## config.mk

```make
export PLATFORM = sky130hd
export DESIGN_NAME = pwm14_top
export DESIGN_NICKNAME = d
export VERILOG_FILES = /design/src/rtl/pwm14_pkg.sv /design/src/rtl/pwm14_regs.sv /design/src/rtl/pwm14_prescaler.sv /design/src/rtl/pwm14_core.sv /design/src/rtl/pwm14_top.sv
export SDC_FILE = /design/constraint.sdc
export NUM_CORES = 1
export LEC_CHECK = 0
export CAP_MARGIN = 25
export CORE_AREA = 10 10 74 108
export DETAILED_ROUTE_END_ITERATION = 8
export DIE_AREA = 0 0 84 118
export PLACE_DENSITY = 0.67
export SYNTH_ARGS = -nofsm -noshare
export SYNTH_HDL_FRONTEND = slang
export SYNTH_SLANG_ARGS = --single-unit
```

## constraint.sdc

```tcl
create_clock -name clk_i -period 3.8 [get_ports clk_i]
set_input_delay 0.95 -clock clk_i [delete_from_list [all_inputs] [get_ports clk_i]]
set_output_delay 0.95 -clock clk_i [all_outputs]
set_load 0.02 [all_outputs]
```

## src/rtl/pwm14_pkg.sv

```systemverilog
package pwm14_pkg;
  localparam int ADDR_W = 2;

  typedef enum logic [ADDR_W-1:0] {
    REG_CTRL = 2'd0,
    REG_HI   = 2'd1,
    REG_LO   = 2'd2,
    REG_NONE = 2'd3
  } reg_sel_e;
endpackage

```

## src/rtl/pwm14_regs.sv

```systemverilog
module pwm14_regs
  import pwm14_pkg::*;
#(
  parameter int DUTY_W = 14,
  parameter int DATA_W = 8
) (
  input  logic              clk_i,
  input  logic              rst_ni,
  input  logic              wr_en_i,
  input  logic [ADDR_W-1:0] addr_i,
  input  logic [DATA_W-1:0] wdata_i,
  output logic [DATA_W-1:0] rdata_o,
  output logic              sel_o,
  output logic [DUTY_W-1:0] duty_o
);
  localparam int HI_W = DUTY_W - DATA_W;

  logic              sel_q;
  logic [DATA_W-1:0] lo_q;
  logic [DUTY_W-1:0] duty_q;
  logic              wr_hi;

  assign wr_hi = wr_en_i && (addr_i == REG_HI);

  always_ff @(posedge clk_i or negedge rst_ni) begin
    if (!rst_ni) begin
      sel_q  <= 1'b0;
      lo_q   <= '0;
      duty_q <= '0;
    end else if (wr_en_i) begin
      unique case (addr_i)
        REG_CTRL: sel_q  <= wdata_i[0];
        REG_LO:   lo_q   <= wdata_i;
        REG_HI:   duty_q <= {wdata_i[HI_W-1:0], lo_q};
        default:  ;
      endcase
    end
  end

  // write-only registers: mapped addresses read all ones
  always_comb begin
    rdata_o = (addr_i == REG_NONE) ? '0 : '1;
  end

  assign sel_o  = sel_q;
  assign duty_o = duty_q;


  duty_only_on_hi_chk: assert property (@(posedge clk_i) disable iff (!rst_ni)
    !$stable(duty_q) |-> $past(wr_hi));
endmodule

```

## src/rtl/pwm14_prescaler.sv

```systemverilog
module pwm14_prescaler (
  input  logic clk_i,
  input  logic rst_ni,
  input  logic en_i,
  input  logic sel_i,
  output logic step_o
);
  logic ph_q;

  always_ff @(posedge clk_i or negedge rst_ni) begin
    if (!rst_ni)   ph_q <= 1'b0;
    else if (en_i) ph_q <= ~ph_q;
  end

  assign step_o = en_i && (!sel_i || ph_q);


  half_rate_step_chk: assert property (@(posedge clk_i) disable iff (!rst_ni)
    (sel_i && step_o) |=> !(sel_i && step_o));


  phase_hold_chk: assert property (@(posedge clk_i) disable iff (!rst_ni)
    !$past(en_i) |-> $stable(ph_q));
endmodule

```

## src/rtl/pwm14_core.sv

```systemverilog
module pwm14_core #(
  parameter int DUTY_W = 14
) (
  input  logic              clk_i,
  input  logic              rst_ni,
  input  logic              step_i,
  input  logic [DUTY_W-1:0] duty_i,
  output logic              pwm_o
);
  localparam logic [DUTY_W-1:0] CNT_MAX = '1;

  logic [DUTY_W-1:0] cnt_q;
  logic [DUTY_W-1:0] active_q;
  logic              wrap;

  assign wrap = step_i && (cnt_q == CNT_MAX);

  always_ff @(posedge clk_i or negedge rst_ni) begin
    if (!rst_ni) begin
      cnt_q    <= '0;
      active_q <= '0;
    end else if (step_i) begin
      cnt_q <= cnt_q + 1'b1;
      if (wrap) active_q <= duty_i;
    end
  end

  assign pwm_o = (cnt_q < active_q);


  load_at_wrap_chk: assert property (@(posedge clk_i) disable iff (!rst_ni)
    !$stable(active_q) |-> $past(wrap));


  cnt_hold_chk: assert property (@(posedge clk_i) disable iff (!rst_ni)
    !$past(step_i) |-> $stable(cnt_q));


  zero_low_chk: assert property (@(posedge clk_i) disable iff (!rst_ni)
    (active_q == '0) |-> !pwm_o);
endmodule

```

## src/rtl/pwm14_top.sv

```systemverilog
module pwm14_top
  import pwm14_pkg::*;
#(
  parameter int DUTY_W = 14,
  parameter int DATA_W = 8
) (
  input  logic              clk_i,
  input  logic              rst_ni,
  input  logic              clk_en_i,
  input  logic              wr_en_i,
  input  logic [ADDR_W-1:0] addr_i,
  input  logic [DATA_W-1:0] wdata_i,
  output logic [DATA_W-1:0] rdata_o,
  output logic              pwm_o
);
  logic              sel;
  logic              step;
  logic [DUTY_W-1:0] duty;

  pwm14_regs #(.DUTY_W(DUTY_W), .DATA_W(DATA_W)) u_regs (
    .clk_i   (clk_i),
    .rst_ni  (rst_ni),
    .wr_en_i (wr_en_i),
    .addr_i  (addr_i),
    .wdata_i (wdata_i),
    .rdata_o (rdata_o),
    .sel_o   (sel),
    .duty_o  (duty)
  );

  pwm14_prescaler u_presc (
    .clk_i  (clk_i),
    .rst_ni (rst_ni),
    .en_i   (clk_en_i),
    .sel_i  (sel),
    .step_o (step)
  );

  pwm14_core #(.DUTY_W(DUTY_W)) u_core (
    .clk_i  (clk_i),
    .rst_ni (rst_ni),
    .step_i (step),
    .duty_i (duty),
    .pwm_o  (pwm_o)
  );
endmodule

```

# == After elaboration in Yosys (flattened, before gate mapping) ==
# Cells that the tools add are included.
# word_totals
wordCells,23
in_bits,14
ff_bits,52
latch_bits,0
romBits,0
mem_count,0
ramBits,0
# classes
shift,0
n_mux,1
magnitude_cmp,1
add_sub_neg,1
eq_ne,4
mul,0
n_reduce_logical,9
div_mod_pow,0
n_bitwise,1
# ops
operator,n
$add A14 B1 Y14 const B,1
$eq A14 B14 Y1 const B,1
$lt A14 B14 Y1,1
$mux W8,1
$reduce_and A2 Y1,4
$eq A2 B2 Y1 const B,2
$eq A2 B1 Y1 const B,1
$logic_and A1 B1 Y1,2
$logic_not A2 Y1,1
$logic_not A1 Y1,1
$logic_or A1 B1 Y1,1
$not A1 Y1,1

# == Logic depth before layout (Yosys ltp) ==
# Gate-level depths: netlist of run 1.
# depth
ltp_word,5
mapped_depth,6
mapped_depth_nobuf,6

# == Hierarchy ==
# Synthesis of run 1 repeated with hierarchy kept, for this count alone.
# unflattened
hier_cells,202
hier_area_um2,2431.1
# by_module_without_submodules
mod,cells_per_inst,instances,area_each_um2
pwm14_core,140,1,1445.1
pwm14_regs,58,1,940.9
pwm14_prescaler,4,1,45.0

# == Least setup slack after synthesis of run 1 ==
# No wires, ideal clock.
# synth_path
path_kind,reg-to-output
from,register u_core.cnt_q[2]
to,output pwm_o
stages_incl_launch_ff,6
required_ps,2850
arrival_ps,1418
slack_ps,1432
path_cell_list,dfrtp_1 ha_1 a21o_1 a31oi_1 o21ai_0 a21oi_1
# synth_via
elab_chain_cells,1
# synth_lines
item,line,source
start: declaration,pwm14_core.sv:12,logic [DUTY_W-1:0] cnt_q;
start signal: assignment,pwm14_core.sv:23,cnt_q <= cnt_q + 1'b1;
$lt A14 B14 Y1,pwm14_core.sv:28,assign pwm_o = (cnt_q < active_q);
end: declaration,pwm14_top.sv:14,output logic pwm_o
# Every way passes these cells.

# == Worst setup path in the final report of run 1 ==
# Ends and elaborated chain as after synthesis.

==> out/metrics.csv, run 1 <==
metric,value,unit
status,finished clean,
crit_fanout,5,
crit_required,2850,ps
synth_edf_count,0,
die_y,118,microns
syn-num-nets,224,
placedInstanceArea,2740,sq um
dpl.hpwl,3.14,mm
synth_top_area_share,52.1,%
path_clk_slew,90,ps
ys_warn_count,0,
cts_tree,yes,
mostFrequentLayoutCell,dfrtp_1,
finalSetupViolCount,0,
regArea,1300,sq um
worst_pin_slew,724,ps
use_met1,8.85,%
synth_cells,196,
worstSetupPathType,reg -> out,
cts_root_buf,clkbuf_8,
grt_setup_unrepaired,false,
slew_violations,0,
diodes,0,
h-tree-depth,2,
pin_count,23,
wl_per_cell,13.7,microns
antenna_found_initial,0,
slew_headroom,51.8,%
layout_common_cells,"dfrtp_1 (52), mux2_2 (28), clkdlybuf4s50_1 (21)",
numClockSinks,52,
globalRouteMet2Util,15.1,%
synthTopCellsByArea,"dfrtp_1 (52%), mux2_2 (13%), ha_1 (7.0%)",
core,6040,sq um
via_per_inst,4.84,
cts_buffer_depth,2,
grt_max_degree,35,
fin_setup_tns,0,ps
cts_setup_buffers,0,
synth.largest_area_cell,dfrtp_1,
synth_flop_cell,dfrtp_1,
drtPass1Iterations,4,
grtUsageMet3,1.45,%
ir_drop,0.344,mV
fin_worst_skew,8.42,ps
grt_overflow_total,0,
holdBufCountCts,0,
hp-class,reg -> reg,
drv_cap,0,
grt_first_pass_wirelength,6.93,mm
p_leak,1.32,nW
die_w,84,microns
post-route-min-period,3260,ps
drive_above_1_share,23.3,%
busiest_layer,met2,
yosysSeqAreaShare,52.1,%
setup.worst_path.start_class,flop,
drtAntennaViolNets,0,
place_congestion,0.768,
final_hold_viol_count,0,
crit_arrival,2310,ps
vias,1419,
initial_core_util,41.3,%
drc,0,
synth_seq_cells,52,
clk_latency,310,ps
syn_avg_cell_area,12.7,sq um
fin_crit_sh,85.7,%
cts_made_buffers,5,
cts_resized,0,
drtIter0Drc,53,
io_buffers,22,
async_reset_ff_share,100,%
final_nets,246,
fin_area,2900,sq um
die-area,9910,sq um
end_kind,output pin,
power-per-cell-area,509,nW/um^2
grt_pass1_vias,1484,
multi_input_comb_area,1040,sq um
timing.fmax,307,MHz
final.fill_count,569,
grt_use_total,8.45,%
synth_cell_types,29,
postRouteWirelength,4.01,mm
rows,35,
synth_area,2500,sq um
syn2layout_area_growth,16.1,%
## stage by stage
step                      hold WS, ps  util, %  cells  worst slack (ps)  total power [W]
after floorplan                   433        -    196              1430         0.000900
after global placement            447     45.3    285               616         0.000972
after detailed placement          453     45.3    285               570         0.000983
after CTS                         471     48.0    293               466          0.00150
after global routing              500     48.0    293               421          0.00156
final                             464     48.0    293               545          0.00148
## critical path, stage by stage, from the launching register on
cell	delay, ps
dfrtp_1	440
ha_1	300
a21o_1	180
a31oi_1	150
o21ai_0	130
a21oi_1	170
clkdlybuf4s50_1	630
## final timing paths
| path | from | endpoint | slack [ps] | cells past startpoint |
|---|---|---|---|---|
| max | u_core.cnt_q[2] | pwm_o | 540 | 6 |
| min | u_presc.ph_q | u_presc.ph_q | 460 | 1 |
| max reg2reg | u_core.cnt_q[0] | u_core.active_q[5] | 1860 | 7 |
| min reg2reg | u_presc.ph_q | u_presc.ph_q | 460 | 1 |
| max in group asynchronous | rst_ni | u_core.cnt_q[2] | 2390 | 2 |
| min in group asynchronous | rst_ni | u_regs.lo_q[6] | 690 | 1 |
## sequential cells by signal, summed over array words and instances (netlist names)
name,flops
u_regs.duty_o,14
u_regs.lo_q,8
u_core.cnt_q,14
u_presc.ph_q,1
u_core.active_q,14
u_regs.sel_o,1
## area by class of cell
type / count / area share, %
Clock buffer: 5 / 2.37
Clock inverter: 3 / 3.11
Inverter: 17 / 2.20
Multi-Input combinational cell: 117 / 36.0
Sequential cell: 52 / 44.9
Tap cell: 74 / 3.19
Timing Repair Buffer: 25 / 8.20
## layer usage
metal,routed length (microns),vias to the layer above
met1,1690,689
li1,-,710
met4,102,0
met2,2160,14
met5,0,-
met3,58,6
## report_power, final
| part | total, W | switching (W) | internal (W) |
|---|---|---|---|
| combinational | 0.000243 | 0.0000983 | 0.000145 |
| sequential | 0.000720 | 0.0000722 | 0.000648 |
| clock | 0.000512 | 0.000183 | 0.000329 |
| total | 0.00148 | 0.000354 | 0.00112 |
## synthesized netlist by cell type, drive strengths merged, types with 3 or more instances
library cell  count
xnor2             7
xor2              7
nand3             6
nand2             9
ha               14
inv              17
and3              3
nor3              6
buf               9
mux2             38
nor2              4
dfrtp            52
a21oi             6
## kinds of logic after synthesis
group,after synthesis,share of synthesized area (%)
flops,52,52.1
xor+xnor,14,4.91
fa+ha+maj,14,7.01
simple gates,38,8.22
buf+inv,27,6.06
compound gates,13,3.06
mux,38,18.6
Power figures use the tool's default switching activity.
==> inputs of run 2 (changes only) <==
--- a/config.mk
+++ b/config.mk
@@ -7,6 +7,8 @@
 export LEC_CHECK = 0
 export CAP_MARGIN = 25
 export CORE_AREA = 10 10 74 108
+export CTS_CLUSTER_DIAMETER = 100
+export CTS_CLUSTER_SIZE = 10
 export DETAILED_ROUTE_END_ITERATION = 8
 export DIE_AREA = 0 0 84 118
 export PLACE_DENSITY = 0.67
==> results of run 2 <==
No change in the layout: final DEF, timing and power equal those of run 1.
==> inputs of run 3 (changes only) <==
--- a/config.mk
+++ b/config.mk
@@ -5,7 +5,6 @@
 export SDC_FILE = /design/constraint.sdc
 export NUM_CORES = 1
 export LEC_CHECK = 0
-export CAP_MARGIN = 25
 export CORE_AREA = 10 10 74 108
 export CTS_CLUSTER_DIAMETER = 100
 export CTS_CLUSTER_SIZE = 10
==> results of run 3 <==
No change in the layout: final DEF, timing and power equal those of run 1.
